[src/rtl/wpc_pkg.sv]
// Package: shared field positions and types for the write-protection controller.
// Assumes an 8-bit status byte laid out {pin-lock, wdog[1:0], flag, lock[1:0], wel, 0}.
package wpc_pkg;

    localparam int STAT_W    = 8;
    localparam int POS_PLOCK = 7;
    localparam int POS_WD_LO = 5;
    localparam int POS_FLAG  = 4;
    localparam int POS_LK_LO = 2;
    localparam int POS_WEL   = 1;

    typedef enum logic [1:0] {
        LOCK_NONE     = 2'b00,
        LOCK_TOP_QTR  = 2'b01,
        LOCK_TOP_HALF = 2'b10,
        LOCK_ALL      = 2'b11
    } lock_code_e;

    typedef struct packed {
        logic       plock;
        logic [1:0] wdog;
        lock_code_e lock;
    } nv_bits_t;

    // Extract the nonvolatile fields from a proposed status byte.
    function automatic nv_bits_t nv_from_byte(input logic [STAT_W-1:0] b);
        nv_bits_t n;
        n.plock = b[POS_PLOCK];
        n.wdog  = b[POS_WD_LO +: 2];
        n.lock  = lock_code_e'(b[POS_LK_LO +: 2]);
        return n;
    endfunction

endpackage

[src/rtl/wpc_vol_latches.sv]
// Volatile state: write-enable latch and general flag.
// Assumes clear requests take priority over set requests in the same cycle.
module wpc_vol_latches (
    input  logic clk,
    input  logic rst_n,
    input  logic wel_set,
    input  logic wel_clr,
    input  logic flag_set,
    input  logic flag_clr,
    output logic wel,
    output logic flag
);

    logic wel_q;
    logic flag_q;

    // Update both volatile bits; clear wins, both drop at power-on.
    always_ff @(posedge clk) begin
        if (!rst_n) begin
            wel_q  <= 1'b0;
            flag_q <= 1'b0;
        end else begin
            if (wel_clr)       wel_q <= 1'b0;
            else if (wel_set)  wel_q <= 1'b1;
            if (flag_clr)      flag_q <= 1'b0;
            else if (flag_set) flag_q <= 1'b1;
        end
    end

    assign wel  = wel_q;
    assign flag = flag_q;

endmodule

[src/rtl/wpc_range_check.sv]
// Combinational decode: is an array address inside the range selected by the lock code?
// Assumes ADDR_W >= 2; ranges are the top quarter, the top half or the whole array.
module wpc_range_check
    import wpc_pkg::*;
#(
    parameter int ADDR_W = 13
) (
    input  lock_code_e        code,
    input  logic [ADDR_W-1:0] addr,
    output logic              hit
);

    localparam int MSB = ADDR_W - 1;

    // Select the protected region from the two top address bits.
    always_comb begin
        unique case (code)
            LOCK_NONE:     hit = 1'b0;
            LOCK_TOP_QTR:  hit = addr[MSB] & addr[MSB-1];
            LOCK_TOP_HALF: hit = addr[MSB];
            default:       hit = 1'b1;
        endcase
    end

endmodule

[src/rtl/wpc_sr_path.sv]
// Status-write path: evaluates the pin lock at acceptance, holds the captured byte
// while the storage timer runs, and commits the nonvolatile fields when busy falls.
// Assumes sr_busy rises after a grant and falls once the storage write is done.
// The nonvolatile register has no reset; it starts at NV_INIT.
module wpc_sr_path
    import wpc_pkg::*;
#(
    parameter logic [STAT_W-1:0] NV_INIT = '0
) (
    input  logic              clk,
    input  logic              rst_n,
    input  logic              wrsr_req,
    input  logic              wel,
    input  logic [STAT_W-1:0] wdata,
    input  logic              pin_n,
    input  logic              busy,
    output nv_bits_t          nv,
    output logic              pending,
    output logic              commit,
    output logic              grant
);

    nv_bits_t nv_q = nv_from_byte(NV_INIT);
    nv_bits_t cap_q;
    logic     pend_q;
    logic     busy_q;
    logic     grant_q;
    logic     locked;
    logic     accept;

    assign locked = !pin_n && nv_q.plock;
    assign accept = wrsr_req && wel && !locked && !pend_q;
    assign commit = rst_n && pend_q && busy_q && !busy;

    // Track the pending write, the busy history and the grant pulse.
    always_ff @(posedge clk) begin
        if (!rst_n) begin
            pend_q  <= 1'b0;
            busy_q  <= 1'b0;
            grant_q <= 1'b0;
        end else begin
            busy_q  <= busy;
            grant_q <= accept;
            if (accept)      pend_q <= 1'b1;
            else if (commit) pend_q <= 1'b0;
        end
    end

    // Capture the proposed nonvolatile fields at acceptance.
    always_ff @(posedge clk) begin
        if (!rst_n)      cap_q <= '0;
        else if (accept) cap_q <= nv_from_byte(wdata);
    end

    // Nonvolatile store, kept across power-on, loaded only on commit.
    always_ff @(posedge clk) begin
        if (commit) nv_q <= cap_q;
    end

    assign nv      = nv_q;
    assign pending = pend_q;
    assign grant   = grant_q;

endmodule

[src/rtl/wprot_ctrl.sv]
// Top: write-protection controller for a serial memory array and its status register.
// Assumes instruction strobes are one-cycle pulses already decoded and qualified.
module wprot_ctrl
    import wpc_pkg::*;
#(
    parameter int                ADDR_W  = 13,
    parameter logic [STAT_W-1:0] NV_INIT = '0
) (
    input  logic              clk,
    input  logic              por_n,
    input  logic              cmd_wren,
    input  logic              cmd_wrdi,
    input  logic              cmd_wrsr,
    input  logic              cmd_sflag,
    input  logic              cmd_rflag,
    input  logic [STAT_W-1:0] sr_wdata,
    input  logic              arr_wr_req,
    input  logic [ADDR_W-1:0] arr_addr,
    input  logic              wp_n,
    input  logic              sr_busy,
    output logic [STAT_W-1:0] status_o,
    output logic              arr_wr_grant,
    output logic              sr_wr_grant
);

    nv_bits_t nv;
    logic     wel;
    logic     flag;
    logic     sr_pending;
    logic     sr_commit;
    logic     in_locked_range;
    logic     arr_accept;
    logic     arr_grant_q;
    logic     unused_wdata;

    assign unused_wdata = ^{sr_wdata[POS_FLAG], sr_wdata[POS_WEL], sr_wdata[0]};

    wpc_vol_latches u_vol (
        .clk      (clk),
        .rst_n    (por_n),
        .wel_set  (cmd_wren),
        .wel_clr  (cmd_wrdi | arr_accept | sr_commit),
        .flag_set (cmd_sflag),
        .flag_clr (cmd_rflag),
        .wel      (wel),
        .flag     (flag)
    );

    wpc_sr_path #(
        .NV_INIT (NV_INIT)
    ) u_sr (
        .clk      (clk),
        .rst_n    (por_n),
        .wrsr_req (cmd_wrsr),
        .wel      (wel),
        .wdata    (sr_wdata),
        .pin_n    (wp_n),
        .busy     (sr_busy),
        .nv       (nv),
        .pending  (sr_pending),
        .commit   (sr_commit),
        .grant    (sr_wr_grant)
    );

    wpc_range_check #(
        .ADDR_W (ADDR_W)
    ) u_range (
        .code (nv.lock),
        .addr (arr_addr),
        .hit  (in_locked_range)
    );

    assign arr_accept = arr_wr_req && wel && !in_locked_range && !sr_pending;

    // Register the array grant as a one-cycle pulse.
    always_ff @(posedge clk) begin
        if (!por_n) arr_grant_q <= 1'b0;
        else        arr_grant_q <= arr_accept;
    end

    assign arr_wr_grant = arr_grant_q;

    // Assemble the status byte from volatile and nonvolatile fields.
    always_comb begin
        status_o                  = '0;
        status_o[POS_PLOCK]       = nv.plock;
        status_o[POS_WD_LO +: 2]  = nv.wdog;
        status_o[POS_FLAG]        = flag;
        status_o[POS_LK_LO +: 2]  = nv.lock;
        status_o[POS_WEL]         = wel;
    end

endmodule

[config.mk]
export PLATFORM = sky130hd
export DESIGN_NAME = wprot_ctrl
export DESIGN_NICKNAME = d
export VERILOG_FILES = /design/src/rtl/wpc_pkg.sv /design/src/rtl/wpc_vol_latches.sv /design/src/rtl/wpc_range_check.sv /design/src/rtl/wpc_sr_path.sv /design/src/rtl/wprot_ctrl.sv
export SDC_FILE = /design/constraint.sdc
export NUM_CORES = 1
export LEC_CHECK = 0
export BUFFER_PORTS_ARGS = -buffer_cell sky130_fd_sc_hd__buf_2
export CAP_MARGIN = 0
export CELL_PAD_IN_SITES_DETAIL_PLACEMENT = 1
export CELL_PAD_IN_SITES_GLOBAL_PLACEMENT = 1
export CORE_MARGIN = 5
export CORE_UTILIZATION = 29
export DETAILED_ROUTE_END_ITERATION = 6
export GPL_TIMING_DRIVEN = 0
export PLACE_DENSITY = 0.79
export SLEW_MARGIN = 20
export SYNTH_ARGS = -nofsm -noshare
export SYNTH_HDL_FRONTEND = slang
export SYNTH_SLANG_ARGS = --single-unit
[constraint.sdc]
create_clock -name clk -period 1.5 [get_ports clk]
set_clock_uncertainty 0.2 [all_clocks]
set_input_delay 0.15 -clock clk [delete_from_list [all_inputs] [get_ports clk]]
set_output_delay 0.15 -clock clk [all_outputs]
set_load 0.05 [all_outputs]
* After elaboration in Yosys (flattened, before gate mapping)
Cells that the tools add are included.
** Word-level totals
- Register bits after elaboration :: 16
- Input bits :: 31
- Output and inout bits :: 10
- Word-level logic and storage cells :: 40
** Operators by class
- Equal/unequal tests :: 2
- Muxes and demuxes :: 3
- Bitwise gates (word level) :: 4
- Reduce and logical (&&, ||, !) cells :: 19
** Operators with widths (count)
- $logic_and 1x1->1 :: 10
- $logic_not 1->1 :: 5
- $reduce_or 2->1 :: 2
- $pmux 1 s3 :: 1
- $eq 2x1->1 const B :: 1
- $eq 2x2->1 const B :: 1
- $logic_not 2->1 :: 1
- $mux 1 :: 2
- $or 1x1->1 :: 2
- $reduce_bool 2->1 :: 1
- $and 1x1->1 :: 1
- $not 1->1 :: 1

* Logic depth before layout (Yosys ltp)
Gate-level depths: netlist of the first run.
- Depth after elaboration :: 8
- Mapped depth :: 4
- Depth with buffers taken out :: 3

* By module
A second synthesis of the first run with hierarchy kept.
** Second synthesis, totals
- Cells, all modules :: 55
- Area total of the unflattened synthesis :: 633.1 µm²
** By module, submodules not included
- wpc_sr_path :: times used 1, cells an instance 38, area each 478.0 µm², seq. area each 310.3 µm²
- wpc_vol_latches :: times used 1, cells an instance 6, area each 72.6 µm², seq. area each 40.0 µm²
- wprot_ctrl :: times used 1, cells an instance 8, area each 68.8 µm², seq. area each 20.0 µm²
- wpc_range_check :: times used 1, cells an instance 3, area each 13.8 µm², seq. area each 0.0 µm²

* Least setup slack after synthesis of the first run
Ideal clock, no wire load.
- Path type :: register to register
- Start point :: reg u_sr.nv_q, in the netlist u_sr.nv[1]
- End point :: reg arr_grant_q, in the netlist arr_wr_grant
- Library setup time :: 59 ps
- Data arrival time :: 1209 ps
- Required time :: 1241 ps
- Path slack :: 32 ps
- Stages on the path, launching flop included :: 4
- Path buffers :: 0
- Period minus slack after synthesis :: 1468 ps
- Cell sequence :: edfxtp_1 > a21o_1 > a221oi_2 > and2_1
** Between the ends
- Cells in the longest elaborated chain, start to end :: 5
- Elaborated cells on any way between the ends :: 7
- Those cells by class :: 2 x eq/ne; 1 x mux; 4 x reduce/logical
** RTL lines
- start, declared :: RTL line wpc_sr_path.sv:23 : nv_bits_t nv_q = nv_from_byte(NV_INIT);
- start signal, assigned :: RTL line wpc_sr_path.sv:57 : if (commit) nv_q <= cap_q;
- $eq 2x2->1 (tied with other cells) :: RTL line wpc_range_check.sv:17 : unique case (code)
- $pmux 1 s3 (*) :: RTL line wpc_range_check.sv:17
- $logic_not 1->1 (*) :: RTL line wprot_ctrl.sv:73 : assign arr_accept = arr_wr_req && wel && !in_locked_range && !sr_pending;
- $logic_and 1x1->1 (*) (2 in series) :: RTL line wprot_ctrl.sv:73
- end signal, assigned :: RTL line wprot_ctrl.sv:78 : else arr_grant_q <= arr_accept;
- end, declared :: RTL line wprot_ctrl.sv:33 : logic arr_grant_q;
Every way passes the cells marked *; elsewhere a longest branch is shown, timed or not.
A chain may end at the register's enable or synchronous reset.

* Worst setup path after layout of the first run
- Start point :: reg u_vol.wel_q, in the netlist u_vol.wel
- End point :: out status_o[1]
** RTL lines
- start, declared :: RTL line wpc_vol_latches.sv:14 : logic wel_q;
- start signal, assigned :: RTL line wpc_vol_latches.sv:20 : wel_q <= 1'b0;
- start signal, assigned :: RTL line wpc_vol_latches.sv:23 : if (wel_clr) wel_q <= 1'b0;
- start signal, assigned :: RTL line wpc_vol_latches.sv:24 : else if (wel_set) wel_q <= 1'b1;
- end, declared :: RTL line wprot_ctrl.sv:21 : output logic [STAT_W-1:0] status_o,
No word-level cell between the ends.

==> results of run 1 <==
-- layout by cell type (no fill, tap or decap) --
master	instances
buf_2	26
nor3b_1	1
nand2_1	10
buf_4	3
o21a_1	1
and2_1	2
dfxtp_1	11
nand3b_1	1
o211ai_1	1
and2_2	1
conb_1	1
clkbuf_1	1
edfxtp_1	5
inv_1	3
a21boi_0	1
a21o_1	1
dlygate4sd3_1	10
nor3_1	1
nor2_1	1
nand3b_4	1
a221oi_2	1
clkbuf_4	3
mux2i_1	5
a21oi_4	1
and4_2	1
-- metal layers --
layer	share of wire, %	vias to the layer above	global-route usage, %
met5	0	-	0
met3	9.0	2	3.39
li1	-	257	-
met1	42	231	9.48
met4	0.31	0	2.98
met2	49	19	16.3
-- logic make-up (layout without fill, tap and decap cells) --
group | Yosys count | in the layout | synth area share, %
simple gates | 19 | 19 | 17.2
other cells | 1 | 1 | 0.587
flops | 16 | 16 | 57.9
compound gates | 6 | 6 | 9.59
buf+inv | 8 | 46 | 6.85
mux | 5 | 5 | 7.83
-- worst min-delay path: cells and delay by family --
family | cells | cell delay, ns
and+or+nand+nor | 1 | 0.08
buffers and inverters | 1 | 0.14
muxes | 1 | 0.06
-- state kept, by name, summed over array words and instances (netlist names) --
| register | flops |
|---|---|
| u_sr.cap_q | 5 |
| u_sr.grant | 1 |
| u_vol.flag | 1 |
| u_sr.busy_q | 1 |
| arr_wr_grant | 1 |
| u_sr.nv | 5 |
| u_vol.wel | 1 |
| u_sr.pending | 1 |
-- power groups by stage --
stage	registers (uW)	logic (uW)	clock network (uW)
floorplan	470	47.0	0
detailed placement	468	79.6	0
CTS	458	99.6	233
global route	459	108	256
finish	458	98.4	220
global placement	467	77.7	0
-- how the worst min path moves through the flow --
| stage | slack, ns | cells past startpoint | from | to |
|---|---|---|---|---|
| floorplan | 0.03 | 1 | cmd_rflag | u_vol.flag |
| global placement | 0.11 | 2 | cmd_rflag | u_vol.flag |
| detailed placement | 0.11 | 2 | cmd_rflag | u_vol.flag |
| CTS | 0.005 | 3 | por_n | u_sr.cap_q[3] |
| global route | 0.001 | 2 | por_n | u_vol.flag |
| finish | 0.0001 | 3 | por_n | u_sr.cap_q[3] |
-- per-stage QoR --
stage / utilization, % / hold WS [ns] / area (sq um) / total power (uW) / std cells
2_1_floorplan: - / 0.0261 / 639 / 517 / 55
3_3_place_gp: 37.0 / 0.111 / 795 / 545 / 107
3_5_place_dp: 37.0 / 0.114 / 795 / 548 / 107
4_1_cts: 42.9 / 0.00470 / 921 / 790 / 121
5_1_grt: 42.9 / 0.00127 / 922 / 822 / 121
6_report: 42.9 / 0.000108 / 922 / 776 / 121
-- final cells by class --
type | count | area, sq um
buffer | 5 | 32.5
clock buffer | 4 | 26.3
fill | 249 | 1230
inverter | 3 | 11.3
multi-input combinational | 31 | 226
sequential | 16 | 370
tap | 28 | 35.0
timing repair buffer | 34 | 220
-- repair_timing --
action,in CTS,in global routing
setup endpoints to repair,0,1
setup buffers,0,0
hold buffers,10,0
hold endpoints to repair,8,0
resized for setup,0,1
==> metrics.txt, run 1 <==
clock latency on the worst-skew pair approximately 0.27 ns; final HPWL from detailed placement about 1.0 mm; Reg-to-Reg End arr_wr_grant; Diodes inserted 0; Most used DFF post-synth dfxtp_1; Hold Vio Cnt, Final 0; Required @ worst endpoint ~1.2 ns; PwrDens roughly 840 mW/mm^2; Avg WL per Cell 10.8 um; Max VDD drop 0.330 mV; clk slew on worst S/H paths roughly 0.09 ns; # DRC 0; core area between 0.002 and 0.0025 sq mm; syn nets 86; Seq pwr share between 50% and 60%; Critical path buffers and inverters 2; # rows 17; RSZ-0062 raised after global routing no; Routed Antenna Nets 0; Reg-to-Reg Start u_sr.nv[1]; Hold WC Path Type in2reg; cell with the most instances after synthesis dfxtp_1; switching power around 170 uW; Crit path arrival time between 1 and 1.5 ns; Max stage delay on crit path ~0.42 ns; routed via count 509; critical path cell sequence buf_4 -> buf_2; Async S/R FF share, synth 0%; post-synthesis sequential area ratio slightly below 60%; critical path class reg2out; largest net degree at the start of global routing 11; grt ovf 0; Clock Power Share around 28%; clock buffer depth 2; worst reg-to-reg path cell count 3; Worst Setup SP u_vol.wel; cts bufs inserted 3; # port buffers 24; internal power ~610 uW; io pins between 40 and 50; Die W approximately 57 um; CP top delay family flip-flops; Final Setup Violations 0; clock sink count 16; first-pass GRT wire length approximately 2.3 mm; first-pass iteration count of the detailed router 3; dominant cells by area after synthesis dfxtp_1 (34%), edfxtp_1 (23%), mux2i_1 (7.8%), nand2_1 (5.9%), buf_4 (3.5%); Setup crit end status_o[1]; fmax about 700 MHz; Setup WS post-layout approximately 0.081 ns; LEAKAGE 0.000422 uW; Crit-path slowest cell dfxtp_1; outcome complete, no violations; Worst path depth 2; share of cells above drive strength 1 a little under 40%; TritonCTS clock tree built; # nets final between 100 and 150; H-tree depth 1; Post-synth EDFFs 5; crit path max fanout 4; TNS Setup 0 ns; Max Slew Vio Count 0; Netlist cell types 22; Initial DRC Count 12; R2R Setup Slk roughly 0.23 ns; CTS Root Cell clkbuf_4; initial antenna violation count 0; Final Critical Period about 1.4 ns; Synth area leader dfxtp_1; number of synthesized register bits 16; die height ~57 um; Comb power frac between 10% and 20%; drt total wl between 1 and 1.5 mm; synthesis warning total 0; DIE AREA approximately 0.0032 sq mm; Startpoint Class register; mapped cell area 639 sq um; worst slack, placed about 0.22 ns; Area Growth Syn to Fin 44.2%; number of global-route vias before repair roughly 580; starting density of the core between 20% and 30%; RePlAce Congestion between 0.6 and 0.7; Total GRT Usage about 9%; vias per inst 4.21; final period utilization a little over nine tenths; switch share between 20% and 30%; CP endpoint kind primary output; Yosys top cell area share around a third; commonest cells in the netlist dfxtp_1 (11), nand2_1 (10), edfxtp_1 (5), mux2i_1 (5); Synth Instances 55; Max-cap violations 0; syn avg cell area between 10 and 15 sq um
Power figures use the tool's default switching activity.
==> run 2: changes to the inputs <==
--- a/config.mk
+++ b/config.mk
@@ -13,7 +13,7 @@
 export CORE_UTILIZATION = 29
 export DETAILED_ROUTE_END_ITERATION = 6
 export GPL_TIMING_DRIVEN = 0
-export PLACE_DENSITY = 0.79
+export PLACE_DENSITY = 0.86
 export SLEW_MARGIN = 20
 export SYNTH_ARGS = -nofsm -noshare
 export SYNTH_HDL_FRONTEND = slang
==> metrics.txt, run 2 (synthesis gave the netlist of run 1 again) <==
TritonCTS clock tree built; Routed Antenna Nets 0; Area Growth Syn to Fin 42.7%; HP Start por_n; # rows 17; Max stage delay on crit path ~0.41 ns; critical path cell sequence buf_4 -> buf_2; crit path max fanout 4; largest net degree at the start of global routing 11; Startpoint Class register; worst hold slack 0.00348 ns; Crit-path slowest cell dfxtp_1; # DRC 0; postcts setup bufs 0; Reg-to-Reg End u_sr.cap_q[3]; clock latency on the worst-skew pair about 0.28 ns; Crit path arrival time 1.07 ns; Max-cap violations 0; Reg-to-Reg Start u_vol.wel; Hold Path End u_sr.cap_q[4]; PwrDens between 800 and 900 mW/mm^2; # nets final roughly 120; most common cell after layout, fill and taps aside buf_2; CP endpoint kind primary output; LEAKAGE between 0.0004 and 0.0005 uW; critical path class reg2out; RePlAce Congestion approximately 0.7; worst reg-to-reg path cell count 3; Hold WC Path Type in2reg; final HPWL from detailed placement 1.08 mm; initial antenna violation count 0; Diodes inserted 0; share of cells above drive strength 1 between 40% and 50%; Final Setup Violations 0; TNS Setup 0 ns; vias per inst around 4.3; grt ovf 0; RSZ-0062 raised after global routing no; R2R Setup Slk about 0.22 ns; WHS Path Cells 3; Hold Vio Cnt, Final 0; worst slack, placed roughly 0.21 ns; # port buffers 24; Max Slew Vio Count 0; first-pass iteration count of the detailed router 2; clock buffer depth 2; routed via count about 510; io pins slightly above 40; cts bufs inserted 3; drt total wl between 1 and 1.5 mm; number of global-route vias before repair 562; Final Critical Period 1.42 ns; core area 0.00215 sq mm; die height between 50 and 60 um; Max VDD drop ~0.4 mV; Required @ worst endpoint 1.15 ns; final period utilization a little over nine tenths; Die W 57.0 um; outcome complete, no violations; H-tree depth 1; Avg WL per Cell 11.6 um; Initial DRC Count 5; DIE AREA 0.00324 sq mm; clk slew on worst S/H paths 0.08 ns; Total GRT Usage approximately a tenth; first-pass GRT wire length 2.47 mm; Setup WS post-layout roughly 0.084 ns; fmax 706 MHz; Overall Power between 700 and 800 uW; clock sink count 16; starting density of the core 29.8%; CTS Root Cell clkbuf_4; commonest non-fill, non-tap cells in the layout buf_2 (26), dfxtp_1 (11), nand2_1 (10), dlygate4sd3_1 (9)
run 2: worst max path at each step:
stage	slack, ns	cells after the start	to	startpoint
2_1_floorplan	0.03	3	arr_wr_grant	u_sr.nv[1]
6_report	0.08	2	status_o[1]	u_vol.wel
5_1_grt	0.006	2	status_o[1]	u_vol.wel
4_1_cts	0.01	4	u_sr.nv[4]	sr_busy
3_5_place_dp	0.21	3	u_sr.cap_q[3]	u_vol.wel
3_3_place_gp	0.26	3	arr_wr_grant	u_sr.nv[1]
run 2: final cells by class:
type | count | area (sq um)
fill | 255 | 1240
tap | 28 | 35.0
sequential | 16 | 370
timing repair buffer | 33 | 210
buffer | 5 | 32.5
inverter | 3 | 11.3
clock buffer | 4 | 26.3
multi-input combinational | 31 | 226
run 2: timing repair:
action	CTS	global route
endpoints found under the hold margin	8	1
hold buffers	10	1
endpoints found under the setup margin	0	7
gates resized for setup	0	1
run 2: through the flow:
step / cell area (sq um) / instances / util, %
3_3_place_gp: 795 / 107 / 37.0
2_1_floorplan: 639 / 55 / -
4_1_cts: 921 / 121 / 42.9
3_5_place_dp: 795 / 107 / 37.0
6_report: 912 / 120 / 42.5
5_1_grt: 912 / 120 / 42.5
run 2: critical path: cells and delay by family, from the launching register on:
family / cells / cell delay (ns)
flip-flops: 1 / 0.41
buffers and inverters: 2 / 0.38
run 2: power by group:
part / internal [uW] / switching (uW) / leakage, uW / total, uW
clock: 103 / 124 / 0.0000150 / 227
combinational: 49.8 / 47.0 / 0.000266 / 96.8
sequential: 452 / 5.41 / 0.000137 / 458
total: 605 / 176 / 0.000417 / 782
run 2: per-layer routing:
metal	global-route usage (%)	vias to the layer above	routed length, um
met4	3.97	0	0
li1	-	256	-
met2	15.7	23	648
met5	0	-	0
met3	4.52	0	148
met1	11.6	234	599
